File: config.mk
export PLATFORM = sky130hd
export DESIGN_NAME = wb_cache_ctrl
export DESIGN_NICKNAME = d
export VERILOG_FILES = /design/src/rtl/wbc_pkg.sv /design/src/rtl/wbc_line_store.sv /design/src/rtl/wbc_lookup.sv /design/src/rtl/wbc_stage2_ctrl.sv /design/src/rtl/wb_cache_ctrl.sv
export SDC_FILE = /design/constraint.sdc
export NUM_CORES = 1
export LEC_CHECK = 0
export BUFFER_PORTS_ARGS = -buffer_cell sky130_fd_sc_hd__buf_2
export CORE_UTILIZATION = 55
export CTS_BUF_LIST = sky130_fd_sc_hd__clkbuf_4 sky130_fd_sc_hd__clkbuf_8
export CTS_CLUSTER_SIZE = 12
export DETAILED_ROUTE_END_ITERATION = 8
export PLACE_DENSITY = 0.78
export SLEW_MARGIN = 20
export SYNTH_ARGS = -nofsm -noshare
export SYNTH_HDL_FRONTEND = slang
export SYNTH_SLANG_ARGS = --single-unit
File: constraint.sdc
create_clock -name clk -period 1.9 [get_ports clk]
set_input_delay 0.38 -clock clk [delete_from_list [all_inputs] [get_ports clk]]
set_output_delay 0.38 -clock clk [all_outputs]
set_load 0.01 [all_outputs]
File: src/rtl/wbc_pkg.sv
package wbc_pkg;
  typedef enum logic [1:0] {
    LS_INVALID = 2'd0,
    LS_CLEAN   = 2'd1,
    LS_DIRTY   = 2'd2
  } line_state_e;
endpackage

File: src/rtl/wbc_line_store.sv
module wbc_line_store
  import wbc_pkg::*;
#(
  parameter int LINES  = 4,
  parameter int ADDR_W = 16,
  parameter int DATA_W = 32,
  localparam int IDX_W = $clog2(LINES)
) (
  input  logic              clk,
  input  logic              rst_n,
  input  logic              wr_en,
  input  logic [IDX_W-1:0]  wr_idx,
  input  line_state_e       wr_state,
  input  logic [ADDR_W-1:0] wr_addr,
  input  logic [DATA_W-1:0] wr_data,
  input  logic [IDX_W-1:0]  rd_idx,
  output line_state_e       rd_state,
  output logic [ADDR_W-1:0] rd_addr,
  output logic [DATA_W-1:0] rd_data
);
  line_state_e       state_q [LINES];
  logic [ADDR_W-1:0] addr_q  [LINES];
  logic [DATA_W-1:0] data_q  [LINES];

  always_ff @(posedge clk or negedge rst_n) begin
    if (!rst_n) begin
      for (int i = 0; i < LINES; i++) begin
        state_q[i] <= LS_INVALID;
        addr_q[i]  <= '0;
        data_q[i]  <= '0;
      end
    end else if (wr_en) begin
      state_q[wr_idx] <= wr_state;
      addr_q[wr_idx]  <= wr_addr;
      data_q[wr_idx]  <= wr_data;
    end
  end

  assign rd_state = state_q[rd_idx];
  assign rd_addr  = addr_q[rd_idx];
  assign rd_data  = data_q[rd_idx];
endmodule

File: src/rtl/wbc_lookup.sv
module wbc_lookup
  import wbc_pkg::*;
#(
  parameter int LINES  = 4,
  parameter int ADDR_W = 16,
  parameter int DATA_W = 32,
  localparam int IDX_W = $clog2(LINES)
) (
  input  logic [ADDR_W-1:0] req_addr,
  input  line_state_e       arr_state,
  input  logic [ADDR_W-1:0] arr_addr,
  input  logic [DATA_W-1:0] arr_data,
  input  logic              fwd_en,
  input  logic [IDX_W-1:0]  fwd_idx,
  input  line_state_e       fwd_state,
  input  logic [ADDR_W-1:0] fwd_addr,
  input  logic [DATA_W-1:0] fwd_data,
  output logic              hit,
  output line_state_e       vic_state,
  output logic [ADDR_W-1:0] vic_addr,
  output logic [DATA_W-1:0] vic_data
);
  logic use_fwd;

  // The line being written by stage two this cycle is newer than the array copy.
  assign use_fwd = fwd_en && (fwd_idx == req_addr[IDX_W-1:0]);

  always_comb begin
    if (use_fwd) begin
      vic_state = fwd_state;
      vic_addr  = fwd_addr;
      vic_data  = fwd_data;
    end else begin
      vic_state = arr_state;
      vic_addr  = arr_addr;
      vic_data  = arr_data;
    end
    hit = (vic_state != LS_INVALID) && (vic_addr == req_addr);
  end
endmodule

File: src/rtl/wbc_stage2_ctrl.sv
module wbc_stage2_ctrl
  import wbc_pkg::*;
(
  input  logic        clk,
  input  logic        rst_n,
  input  logic        s2_valid,
  input  logic        s2_store,
  input  logic        s2_hit,
  input  line_state_e s2_vic_state,
  input  logic        s2_wb_done,
  input  logic        mreq_ready,
  input  logic        rsp_free,
  output logic        mreq_valid,
  output logic        mreq_wb,
  output logic        done,
  output logic        fill_start,
  output logic        wb_fire,
  output logic        rsp_load,
  output logic        line_we
);
  logic wb_needed;
  logic get_needed;
  logic load_hit;

  assign wb_needed  = s2_valid && !s2_hit && (s2_vic_state == LS_DIRTY) && !s2_wb_done;
  assign get_needed = s2_valid && !s2_store && !s2_hit;
  assign load_hit   = s2_valid && !s2_store && s2_hit;

  assign mreq_valid = wb_needed || get_needed;
  assign mreq_wb    = wb_needed;
  assign wb_fire    = wb_needed && mreq_ready;
  assign rsp_load   = load_hit && rsp_free;

  always_comb begin
    done = 1'b0;
    if (s2_valid) begin
      if (s2_store)      done = !wb_needed || mreq_ready;
      else if (s2_hit)   done = rsp_free;
      else               done = !wb_needed && mreq_ready;
    end
  end

  assign fill_start = done && !s2_store && !s2_hit;
  assign line_we    = done && !load_hit;

  AST_STORE_NO_FETCH: assert property (@(posedge clk) disable iff (!rst_n)
    (s2_valid && s2_store) |-> !(mreq_valid && !mreq_wb));
endmodule

File: src/rtl/wb_cache_ctrl.sv
module wb_cache_ctrl
  import wbc_pkg::*;
#(
  parameter int LINES  = 4,
  parameter int ADDR_W = 16,
  parameter int DATA_W = 32,
  localparam int IDX_W = $clog2(LINES)
) (
  input  logic              clk,
  input  logic              rst_n,
  input  logic              cpu_req_valid,
  output logic              cpu_req_ready,
  input  logic              cpu_req_store,
  input  logic [ADDR_W-1:0] cpu_req_addr,
  input  logic [DATA_W-1:0] cpu_req_wdata,
  output logic              cpu_rsp_valid,
  input  logic              cpu_rsp_ready,
  output logic [DATA_W-1:0] cpu_rsp_rdata,
  output logic              mem_req_valid,
  input  logic              mem_req_ready,
  output logic              mem_req_writeback,
  output logic [IDX_W-1:0]  mem_req_idx,
  output logic [ADDR_W-1:0] mem_req_addr,
  output logic [DATA_W-1:0] mem_req_wdata,
  input  logic              mem_rsp_valid,
  output logic              mem_rsp_ready,
  input  logic [IDX_W-1:0]  mem_rsp_idx,
  input  logic [ADDR_W-1:0] mem_rsp_addr,
  input  logic [DATA_W-1:0] mem_rsp_rdata
);
  // stage one: captured request
  logic              s1_v;
  logic              s1_store;
  logic [ADDR_W-1:0] s1_addr;
  logic [DATA_W-1:0] s1_data;
  // stage two: request plus lookup result
  logic              s2_v;
  logic              s2_store;
  logic [ADDR_W-1:0] s2_addr;
  logic [DATA_W-1:0] s2_data;
  logic              s2_hit;
  line_state_e       s2_vstate;
  logic [ADDR_W-1:0] s2_vaddr;
  logic [DATA_W-1:0] s2_vdata;
  logic              s2_wb_done;
  // miss and response tracking
  logic              fill_wait;
  logic              rsp_v;
  logic              rsp_fill;
  logic [DATA_W-1:0] rsp_data;

  // array ports
  line_state_e       arr_state;
  logic [ADDR_W-1:0] arr_addr;
  logic [DATA_W-1:0] arr_data;
  logic              wr_en;
  logic [IDX_W-1:0]  wr_idx;
  line_state_e       wr_state;
  logic [ADDR_W-1:0] wr_addr;
  logic [DATA_W-1:0] wr_data;

  // lookup result
  logic              lk_hit;
  line_state_e       lk_state;
  logic [ADDR_W-1:0] lk_addr;
  logic [DATA_W-1:0] lk_data;

  // stage two control
  logic mreq_valid, mreq_wb, s2_done, fill_start, wb_fire, rsp_load, s2_we;
  logic rsp_free, s1_adv, fill_fire, req_fire;

  // line written back by stage two
  line_state_e       post_state;
  logic [ADDR_W-1:0] post_addr;
  logic [DATA_W-1:0] post_data;

  assign rsp_free  = !rsp_v || cpu_rsp_ready;
  assign fill_fire = mem_rsp_valid && mem_rsp_ready;
  assign req_fire  = cpu_req_valid && cpu_req_ready;

  // stage two frees up unless it is launching a fill; nothing moves during a fill
  assign s1_adv = s1_v && !fill_wait && (!s2_v || (s2_done && !fill_start));

  assign cpu_req_ready = !fill_wait && !rsp_fill && (!s1_v || s1_adv);
  assign mem_rsp_ready = fill_wait && rsp_free;

  wbc_line_store #(.LINES(LINES), .ADDR_W(ADDR_W), .DATA_W(DATA_W)) u_lines (
    .clk      (clk),
    .rst_n    (rst_n),
    .wr_en    (wr_en),
    .wr_idx   (wr_idx),
    .wr_state (wr_state),
    .wr_addr  (wr_addr),
    .wr_data  (wr_data),
    .rd_idx   (s1_addr[IDX_W-1:0]),
    .rd_state (arr_state),
    .rd_addr  (arr_addr),
    .rd_data  (arr_data)
  );

  wbc_lookup #(.LINES(LINES), .ADDR_W(ADDR_W), .DATA_W(DATA_W)) u_lookup (
    .req_addr  (s1_addr),
    .arr_state (arr_state),
    .arr_addr  (arr_addr),
    .arr_data  (arr_data),
    .fwd_en    (s2_we),
    .fwd_idx   (s2_addr[IDX_W-1:0]),
    .fwd_state (post_state),
    .fwd_addr  (post_addr),
    .fwd_data  (post_data),
    .hit       (lk_hit),
    .vic_state (lk_state),
    .vic_addr  (lk_addr),
    .vic_data  (lk_data)
  );

  wbc_stage2_ctrl u_s2ctl (
    .clk          (clk),
    .rst_n        (rst_n),
    .s2_valid     (s2_v),
    .s2_store     (s2_store),
    .s2_hit       (s2_hit),
    .s2_vic_state (s2_vstate),
    .s2_wb_done   (s2_wb_done),
    .mreq_ready   (mem_req_ready),
    .rsp_free     (rsp_free),
    .mreq_valid   (mreq_valid),
    .mreq_wb      (mreq_wb),
    .done         (s2_done),
    .fill_start   (fill_start),
    .wb_fire      (wb_fire),
    .rsp_load     (rsp_load),
    .line_we      (s2_we)
  );

  // store installs a dirty line, a load miss leaves the line invalid until filled
  always_comb begin
    if (s2_store) begin
      post_state = LS_DIRTY;
      post_addr  = s2_addr;
      post_data  = s2_data;
    end else begin
      post_state = LS_INVALID;
      post_addr  = s2_vaddr;
      post_data  = s2_vdata;
    end
  end

  // stage two and fills never write in the same cycle (stage two is empty during a fill)
  always_comb begin
    wr_en = s2_we || fill_fire;
    if (fill_fire) begin
      wr_idx   = mem_rsp_idx;
      wr_state = LS_CLEAN;
      wr_addr  = mem_rsp_addr;
      wr_data  = mem_rsp_rdata;
    end else begin
      wr_idx   = s2_addr[IDX_W-1:0];
      wr_state = post_state;
      wr_addr  = post_addr;
      wr_data  = post_data;
    end
  end

  always_ff @(posedge clk or negedge rst_n) begin
    if (!rst_n) begin
      s1_v     <= 1'b0;
      s1_store <= 1'b0;
      s1_addr  <= '0;
      s1_data  <= '0;
    end else if (req_fire) begin
      s1_v     <= 1'b1;
      s1_store <= cpu_req_store;
      s1_addr  <= cpu_req_addr;
      s1_data  <= cpu_req_wdata;
    end else if (s1_adv) begin
      s1_v <= 1'b0;
    end
  end

  always_ff @(posedge clk or negedge rst_n) begin
    if (!rst_n) begin
      s2_v       <= 1'b0;
      s2_store   <= 1'b0;
      s2_addr    <= '0;
      s2_data    <= '0;
      s2_hit     <= 1'b0;
      s2_vstate  <= LS_INVALID;
      s2_vaddr   <= '0;
      s2_vdata   <= '0;
      s2_wb_done <= 1'b0;
    end else if (s1_adv) begin
      s2_v       <= 1'b1;
      s2_store   <= s1_store;
      s2_addr    <= s1_addr;
      s2_data    <= s1_data;
      s2_hit     <= lk_hit;
      s2_vstate  <= lk_state;
      s2_vaddr   <= lk_addr;
      s2_vdata   <= lk_data;
      s2_wb_done <= 1'b0;
    end else if (s2_done) begin
      s2_v       <= 1'b0;
    end else if (wb_fire) begin
      s2_wb_done <= 1'b1;
    end
  end

  always_ff @(posedge clk or negedge rst_n) begin
    if (!rst_n) begin
      fill_wait <= 1'b0;
    end else if (fill_start) begin
      fill_wait <= 1'b1;
    end else if (fill_fire) begin
      fill_wait <= 1'b0;
    end
  end

  always_ff @(posedge clk or negedge rst_n) begin
    if (!rst_n) begin
      rsp_v    <= 1'b0;
      rsp_fill <= 1'b0;
      rsp_data <= '0;
    end else if (rsp_load) begin
      rsp_v    <= 1'b1;
      rsp_fill <= 1'b0;
      rsp_data <= s2_vdata;
    end else if (fill_fire) begin
      rsp_v    <= 1'b1;
      rsp_fill <= 1'b1;
      rsp_data <= mem_rsp_rdata;
    end else if (cpu_rsp_ready) begin
      rsp_v    <= 1'b0;
      rsp_fill <= 1'b0;
    end
  end

  assign cpu_rsp_valid     = rsp_v;
  assign cpu_rsp_rdata     = rsp_data;
  assign mem_req_valid     = mreq_valid;
  assign mem_req_writeback = mreq_wb;
  assign mem_req_idx       = s2_addr[IDX_W-1:0];
  assign mem_req_addr      = mreq_wb ? s2_vaddr : s2_addr;
  assign mem_req_wdata     = mreq_wb ? s2_vdata : '0;

  AST_MREQ_HOLD: assert property (@(posedge clk) disable iff (!rst_n)
    (mem_req_valid && !mem_req_ready) |=> (mem_req_valid && $stable(mem_req_writeback)
      && $stable(mem_req_addr) && $stable(mem_req_wdata) && $stable(mem_req_idx)));

  AST_CRSP_HOLD: assert property (@(posedge clk) disable iff (!rst_n)
    (cpu_rsp_valid && !cpu_rsp_ready) |=> (cpu_rsp_valid && $stable(cpu_rsp_rdata)));

  AST_FETCH_BLOCKS_CPU: assert property (@(posedge clk) disable iff (!rst_n)
    (mem_req_valid && mem_req_ready && !mem_req_writeback) |=> !cpu_req_ready);

  AST_SINGLE_MISS: assert property (@(posedge clk) disable iff (!rst_n)
    fill_wait |-> !mem_req_valid);

  AST_FILL_RETURNS: assert property (@(posedge clk) disable iff (!rst_n)
    (mem_rsp_valid && mem_rsp_ready) |=> (cpu_rsp_valid && cpu_rsp_rdata == $past(mem_rsp_rdata)));
endmodule

==> results.txt, run 1 <==
Router iterations before antenna repair = 6
Final Hold Viols = 0
Post-synth top flop = dfrtp_1
Reg2reg start = s2_wb_done
Vias in the first global route = 15,200
Leakage = 11.5 nW
Ys async rst share = 100%
Status = complete, but fails checks
Most common cell in the netlist = dfrtp_1
# setup viols final = 404
DRC = 0
IO buf count = 191
Post-synth top area cell = dfrtp_1
Clk sinks = 387
Tmin final = 2830 ps
Crit path top cell by count = buf_6
Tcrit/Tclk final = 149%
Dpl ws = -529 ps
PwrDens = 1880 nW/um^2
Wirelength, routed = 62.2 mm
Die Span X = 184 microns
Initial antenna violation count = 6
Mapped Cells = 1,579
Largest net degree at the start of global routing = 59
Initial DRC count = 1,894
Worst rel slew slack = 55.3%
Antenna Nets Post-Route = 0
Layout cells sized above 1 = 43.5%
Max stage delay cell, worst path = nor4bb_2
#FFs+latches synth = 387
Crit path kind = flop to primary output
Top delay family on crit path = simple AND/OR/NAND/NOR gates
Post-Syn Area = 18,200 sq um
Grt total ovfl = 0
Clock latency at the later pin of the worst-skew pair = 620 ps
Worst hold path class = input pin to flop
DR WL/cell = 25.7 microns
IO Count = 192
Fin nets = 2,032
Reg clk slew, reported paths = 60 ps
Worst reg2reg setup slack = -700 ps
Tot GR Track Use = 32.3%
Hold WS = 0.866 ps
CP Capture Type = primary output
Synth top area cells = dfrtp_1 53%, mux2_2 14%, nand2_1 6.6%
Yosys warnings = 0
Synth-to-layout area growth = 31.1%
Final HPWL DP = 31.9 mm
Synth top area share = 53.2%
Worst-margin pin slew = 664 ps
FILL cells = 1,993
Synthesized Nets = 1,684
Max cap viols = 0
Die area = 33,900 sq um
Core area = 32,500 sq um
Startpoint types = flop
Netlist cell types = 59
Setup TNS = -210,050 ps
Htree depth = 3
Site Rows = 66
Worst EP required = 1520 ps
Crit path cell chain = nor4bb_2 -> nand2b_1 -> buf_6 -> clkinv_8 -> buf_8 -> clkbuf_16 -> and2_4 -> buf_6
CTS buffer count = 68
Vias per cell = 6.41
CTS tree = built
Synth top cells by count = 387 x dfrtp_1, 320 x nand2_1, 225 x mux2_2, 134 x o21ai_0, 57 x nor2_1
EDFF count, synth = 0
Beginning of the worst hold path = cpu_req_addr[6]
First-pass GRT wire length = 83.6 mm
Initial Util = 56.0%
CTS root buf = clkbuf_8
Die Ht = 184 microns
Sequential share of the synthesized area = 53.2%
Failing checks = setup timing
CP Max Fanout = 5
Peak per-stage delay on the critical path = 500 ps
Mean Syn Cell Area = 11.5 sq um
Gpl congestion = 0.859
Clock tree buffer depth = 3
Buf/Inv on CP = 5
Via count = 15,500
Crit path launch = s2_wb_done
Slew Viols, Final = 0
Max VDD drop = 992 uV
Fmax = 0.353 GHz
CP arrival = 2450 ps
Post-route setup slack = -933 ps
RSZ-0062 raised after global routing = yes
Worst Skew = 43.4 ps
## placed cells by master, fill, tap and decap left out, types with 21 or more instances in the layout
| master | netlist | routed |
|---|---|---|
| o21ai_1 | 2 | 43 |
| o21ai_0 | 134 | 67 |
| buf_2 | 47 | 175 |
| buf_12 | 0 | 34 |
| o21ai_2 | 0 | 23 |
| a31oi_1 | 33 | 33 |
| dfrtp_1 | 387 | 383 |
| buf_6 | 2 | 27 |
| mux2i_1 | 52 | 51 |
| nand2_1 | 320 | 312 |
| mux4_2 | 43 | 45 |
| mux2_2 | 225 | 195 |
| mux2_4 | 0 | 33 |
| and2_1 | 33 | 21 |
| nor2_1 | 57 | 55 |
| nand3b_1 | 33 | 33 |
| buf_4 | 9 | 116 |
| clkbuf_8 | 0 | 91 |
| a21oi_1 | 29 | 28 |
## worst reg2reg max path, cell delays in order, from the launching register on
cell and delay, ps:
dfrtp_1 430, nor4bb_2 500, nand2b_1 170, buf_4 190
o211ai_4 210, a211oi_4 120, buf_4 160, nand2_4 90
buf_12 230, mux2_2 390
## routing by layer
metal | vias up | wire length [microns] | track usage (%)
met1 | 7609 | 22300 | 41.2
met2 | 1274 | 29400 | 52.5
met4 | 0 | 4040 | 17.1
li1 | 6261 | - | -
met5 | - | 0 | 0
met3 | 383 | 6530 | 6.04
## flip-flops by register name, indices dropped and copies added (netlist names), 2 cells and up
name,count
cpu_rsp_rdata,32
s1_addr,16
s1_data,32
s2_addr,16
s2_data,32
s2_vaddr,16
s2_vdata,32
s2_vstate,2
u_lines.addr_q,64
u_lines.data_q,128
u_lines.state_q,8
## what timing repair did
item,CTS,global route
hold buffers,2,0
pin swaps,39,22
gates cloned,17,11
gates resized for setup,149,84
setup buffers,29,17
endpoints found under the setup margin,376,401
hold endpoints to repair,34,0
## through the flow
| step | total power [mW] | std cells | cell area, sq um | util, % |
|---|---|---|---|---|
| 6_report | 45.0 | 2424 | 23900 | 73.4 |
| 5_1_grt | 46.6 | 2423 | 23900 | 73.4 |
| 4_1_cts | 41.9 | 2397 | 23300 | 71.5 |
| 3_5_place_dp | 31.4 | 2230 | 20700 | 63.5 |
| 3_3_place_gp | 30.5 | 2230 | 20700 | 63.5 |
| 2_1_floorplan | 25.4 | 1579 | 18400 | - |
## logic make-up after synthesis
family	Yosys count	synth area share, %
simple gates	474	11.4
flops	387	53.2
xor+xnor	15	0.721
compound gates	234	7.40
buf+inv	123	3.13
mux	346	24.2
## cell type report
type | instances | area (sq um) | area share (%)
Timing Repair Buffer | 391 | 3640 | 15.3
Clock buffer | 110 | 1400 | 5.84
Antenna cell | 6 | 15.0 | 0.0629
Clock inverter | 9 | 87.6 | 0.367
Tap cell | 442 | 553 | 2.32
Inverter | 10 | 50.0 | 0.210
Sequential cell | 387 | 9690 | 40.6
Multi-Input combinational cell | 1069 | 8440 | 35.3
## where the power goes
part / internal (mW) / switching [mW] / leakage, nW
Sequential: 11.9 / 3.01 / 4.89
Clock: 4.79 / 3.65 / 0.773
Combinational: 10.8 / 10.9 / 5.83
Total: 27.5 / 17.5 / 11.5
## final timing paths
check / to / cells past startpoint
setup / recovery: mem_req_wdata[29] / 8
hold / removal: s1_addr[6] / 2
setup reg to reg: s1_data[9] / 9
hold reg to reg: s2_data[18] / 2
max in group asynchronous: s1_data[14] / 3
min in group asynchronous: s1_data[20] / 2
(Power assumes the default switching activity.)
==> inputs of run 2 (changes only) <==
--- a/config.mk
+++ b/config.mk
@@ -6,11 +6,10 @@
 export NUM_CORES = 1
 export LEC_CHECK = 0
 export BUFFER_PORTS_ARGS = -buffer_cell sky130_fd_sc_hd__buf_2
-export CORE_UTILIZATION = 55
+export CORE_UTILIZATION = 40
 export CTS_BUF_LIST = sky130_fd_sc_hd__clkbuf_4 sky130_fd_sc_hd__clkbuf_8
 export CTS_CLUSTER_SIZE = 12
 export DETAILED_ROUTE_END_ITERATION = 8
-export PLACE_DENSITY = 0.78
 export SLEW_MARGIN = 20
 export SYNTH_ARGS = -nofsm -noshare
 export SYNTH_HDL_FRONTEND = slang
==> constraint.sdc (replaced) <==
create_clock -name clk -period 2.3 [get_ports clk]
set_input_delay 0.46 -clock clk [delete_from_list [all_inputs] [get_ports clk]]
set_output_delay 0.46 -clock clk [all_outputs]
set_load 0.01 [all_outputs]
==> results.txt, run 2 (synthesis results as in run 1) <==
Tot GR Track Use = 21.9%
Worst-margin pin slew = 573 ps
Via count = 13,400
Max cap viols = 0
Final HPWL DP = 31.8 mm
Fmax = 0.368 GHz
IO Count = 192
Design Power = 33.9 mW
Die Span X = 215 microns
RSZ-0062 raised after global routing = yes
Vias per cell = 5.37
Site Rows = 77
Max FFs per register = 128
Leakage = 11.2 nW
IO buf count = 191
Layout cells sized above 1 = 42.6%
Synth-to-layout area growth = 28.5%
Crit path kind = flop to primary output
Placed insts = 2,342
Dpl ws = -111 ps
CP Max Fanout = 3
Clock latency at the later pin of the worst-skew pair = 630 ps
Antenna Nets Post-Route = 0
Clk sinks = 387
Core area = 44,600 sq um
Reg clk slew, reported paths = 60 ps
Slew Viols, Final = 0
Die area = 46,400 sq um
Status = complete, but fails checks
CTS buffer count = 69
Commonest cells after routing, fill and taps aside = 383 x dfrtp_1, 286 x nand2_1, 179 x mux2_2
# setup viols final = 119
DRC = 0
Beginning of the worst hold path = cpu_req_wdata[29]
Largest net degree at the start of global routing = 95
Commonest non-fill, non-tap cell in the layout = dfrtp_1
Max VDD drop = 724 uV
Final Hold Viols = 0
Worst rel slew slack = 61.4%
CP arrival = 2250 ps
Fin area = 23,400 sq um
Register with the most flip-flops = u_lines.data_q
Storage element area = 9690 sq um
First-pass GRT wire length = 78.9 mm
Router iterations before antenna repair = 5
Worst Skew = 27.2 ps
Initial antenna violation count = 1
Gpl congestion = 0.819
CTS root buf = clkbuf_8
FILL cells = 3,862
Htree depth = 3
Initial DRC count = 900
DR WL/cell = 20.8 microns
Crit path launch = s2_vstate[0]
PwrDens = 1450 nW/um^2
Area of the multi-input gates = 8590 sq um
Wirelength, routed = 51.9 mm
Grt total ovfl = 0
Cell Area, Placed = 20,400 sq um
Reg2reg start = s2_wb_done
Tcrit/Tclk final = 118%
Worst hold path class = input pin to flop
Tmin final = 2710 ps
Die Ht = 215 microns
Final Non-Filler Cells = 2,498
Clock tree buffer depth = 3
Fin nets = 1,967
Initial Util = 40.8%
Worst EP required = 1840 ps
Post-route setup slack = -415 ps
Vias in the first global route = 13,600
Failing checks = setup timing
Top flop regs = u_lines.data_q (128), u_lines.addr_q (64)
Startpoint types = flop
CP Capture Type = primary output
CTS tree = built
==> run 2: cell count changes in the layout (fill, tap and decap cells not counted), sizes merged, moves of 3 or more <==
| cell | previous run | this run |
|---|---|---|
| clkbuf | 121 | 108 |
| bufbuf | 5 | 0 |
| clkinv | 3 | 6 |
| diode | 6 | 1 |
| buf | 373 | 318 |
==> run 2: worst max-delay path, stage by stage (launching register included) <==
cell	delay, ps
dfrtp_1	420
nor4bb_4	370
nand2b_4	110
buf_12	160
clkinvlp_4	90
buf_6	120
buf_6	100
nand2_2	50
nand2_2	110
buf_6	110
==> run 2: worst paths after layout <==
kind | cells after the start | end | slack, ps
min in group asynchronous | 2 | cpu_rsp_rdata[23] | 260
max in group asynchronous | 3 | s2_store | 1250
hold / removal | 2 | s1_data[29] | 70
setup / recovery | 9 | mem_req_addr[3] | -410
setup reg to reg | 9 | u_lines.addr_q[27] | -70
hold reg to reg | 2 | s2_data[1] | 460
==> run 2: final cells by class <==
| cell class | count | share of cell area (%) |
|---|---|---|
| flip-flops and latches | 387 | 41.4 |
| multi-input cells | 1069 | 36.7 |
| repair buffers | 324 | 12.5 |
| clock buffers | 103 | 5.50 |
| well taps | 592 | 3.17 |
| clock inverters | 11 | 0.396 |
| inverters | 10 | 0.273 |
| repair inverters | 1 | 0.0321 |
| diodes | 1 | 0.0107 |
==> run 2: metal layers <==
metal | GRT usage, % | up-vias | share of wire (%)
li1 | - | 6099 | -
met1 | 30.5 | 6915 | 46
met2 | 34.5 | 341 | 47
met3 | 4.27 | 67 | 4.9
met4 | 6.62 | 0 | 1.8
met5 | 0 | - | 0
==> run 2: where the power goes <==
| group | internal [mW] | leakage (nW) | total, mW | switching (mW) |
|---|---|---|---|---|
| logic | 7.88 | 5.57 | 15.4 | 7.53 |
| registers | 9.86 | 4.89 | 12.0 | 2.12 |
| clock network | 3.66 | 0.721 | 6.52 | 2.86 |
| total | 21.4 | 11.2 | 33.9 | 12.5 |
==> run 2: stage by stage <==
stage	hold WS (ps)	setup TNS [ps]	utilization (%)
global placement	294	-9270	45.8
global route	42.3	-29890	52.5
CTS	4.40	-22440	50.6
finish	68.0	-18220	52.5
detailed placement	297	-13690	45.8
floorplan	164	0	-
==> run 2: what timing repair did <==
| action | 4_1_cts | 5_1_grt |
|---|---|---|
| resized for setup | 99 | 161 |
| hold endpoints to repair | 145 | 0 |
| gates cloned | 6 | 5 |
| buffers inserted | 22 | 13 |
| pin swaps | 14 | 31 |
| endpoints found under the setup margin | 131 | 302 |
| hold buffers | 1 | 0 |
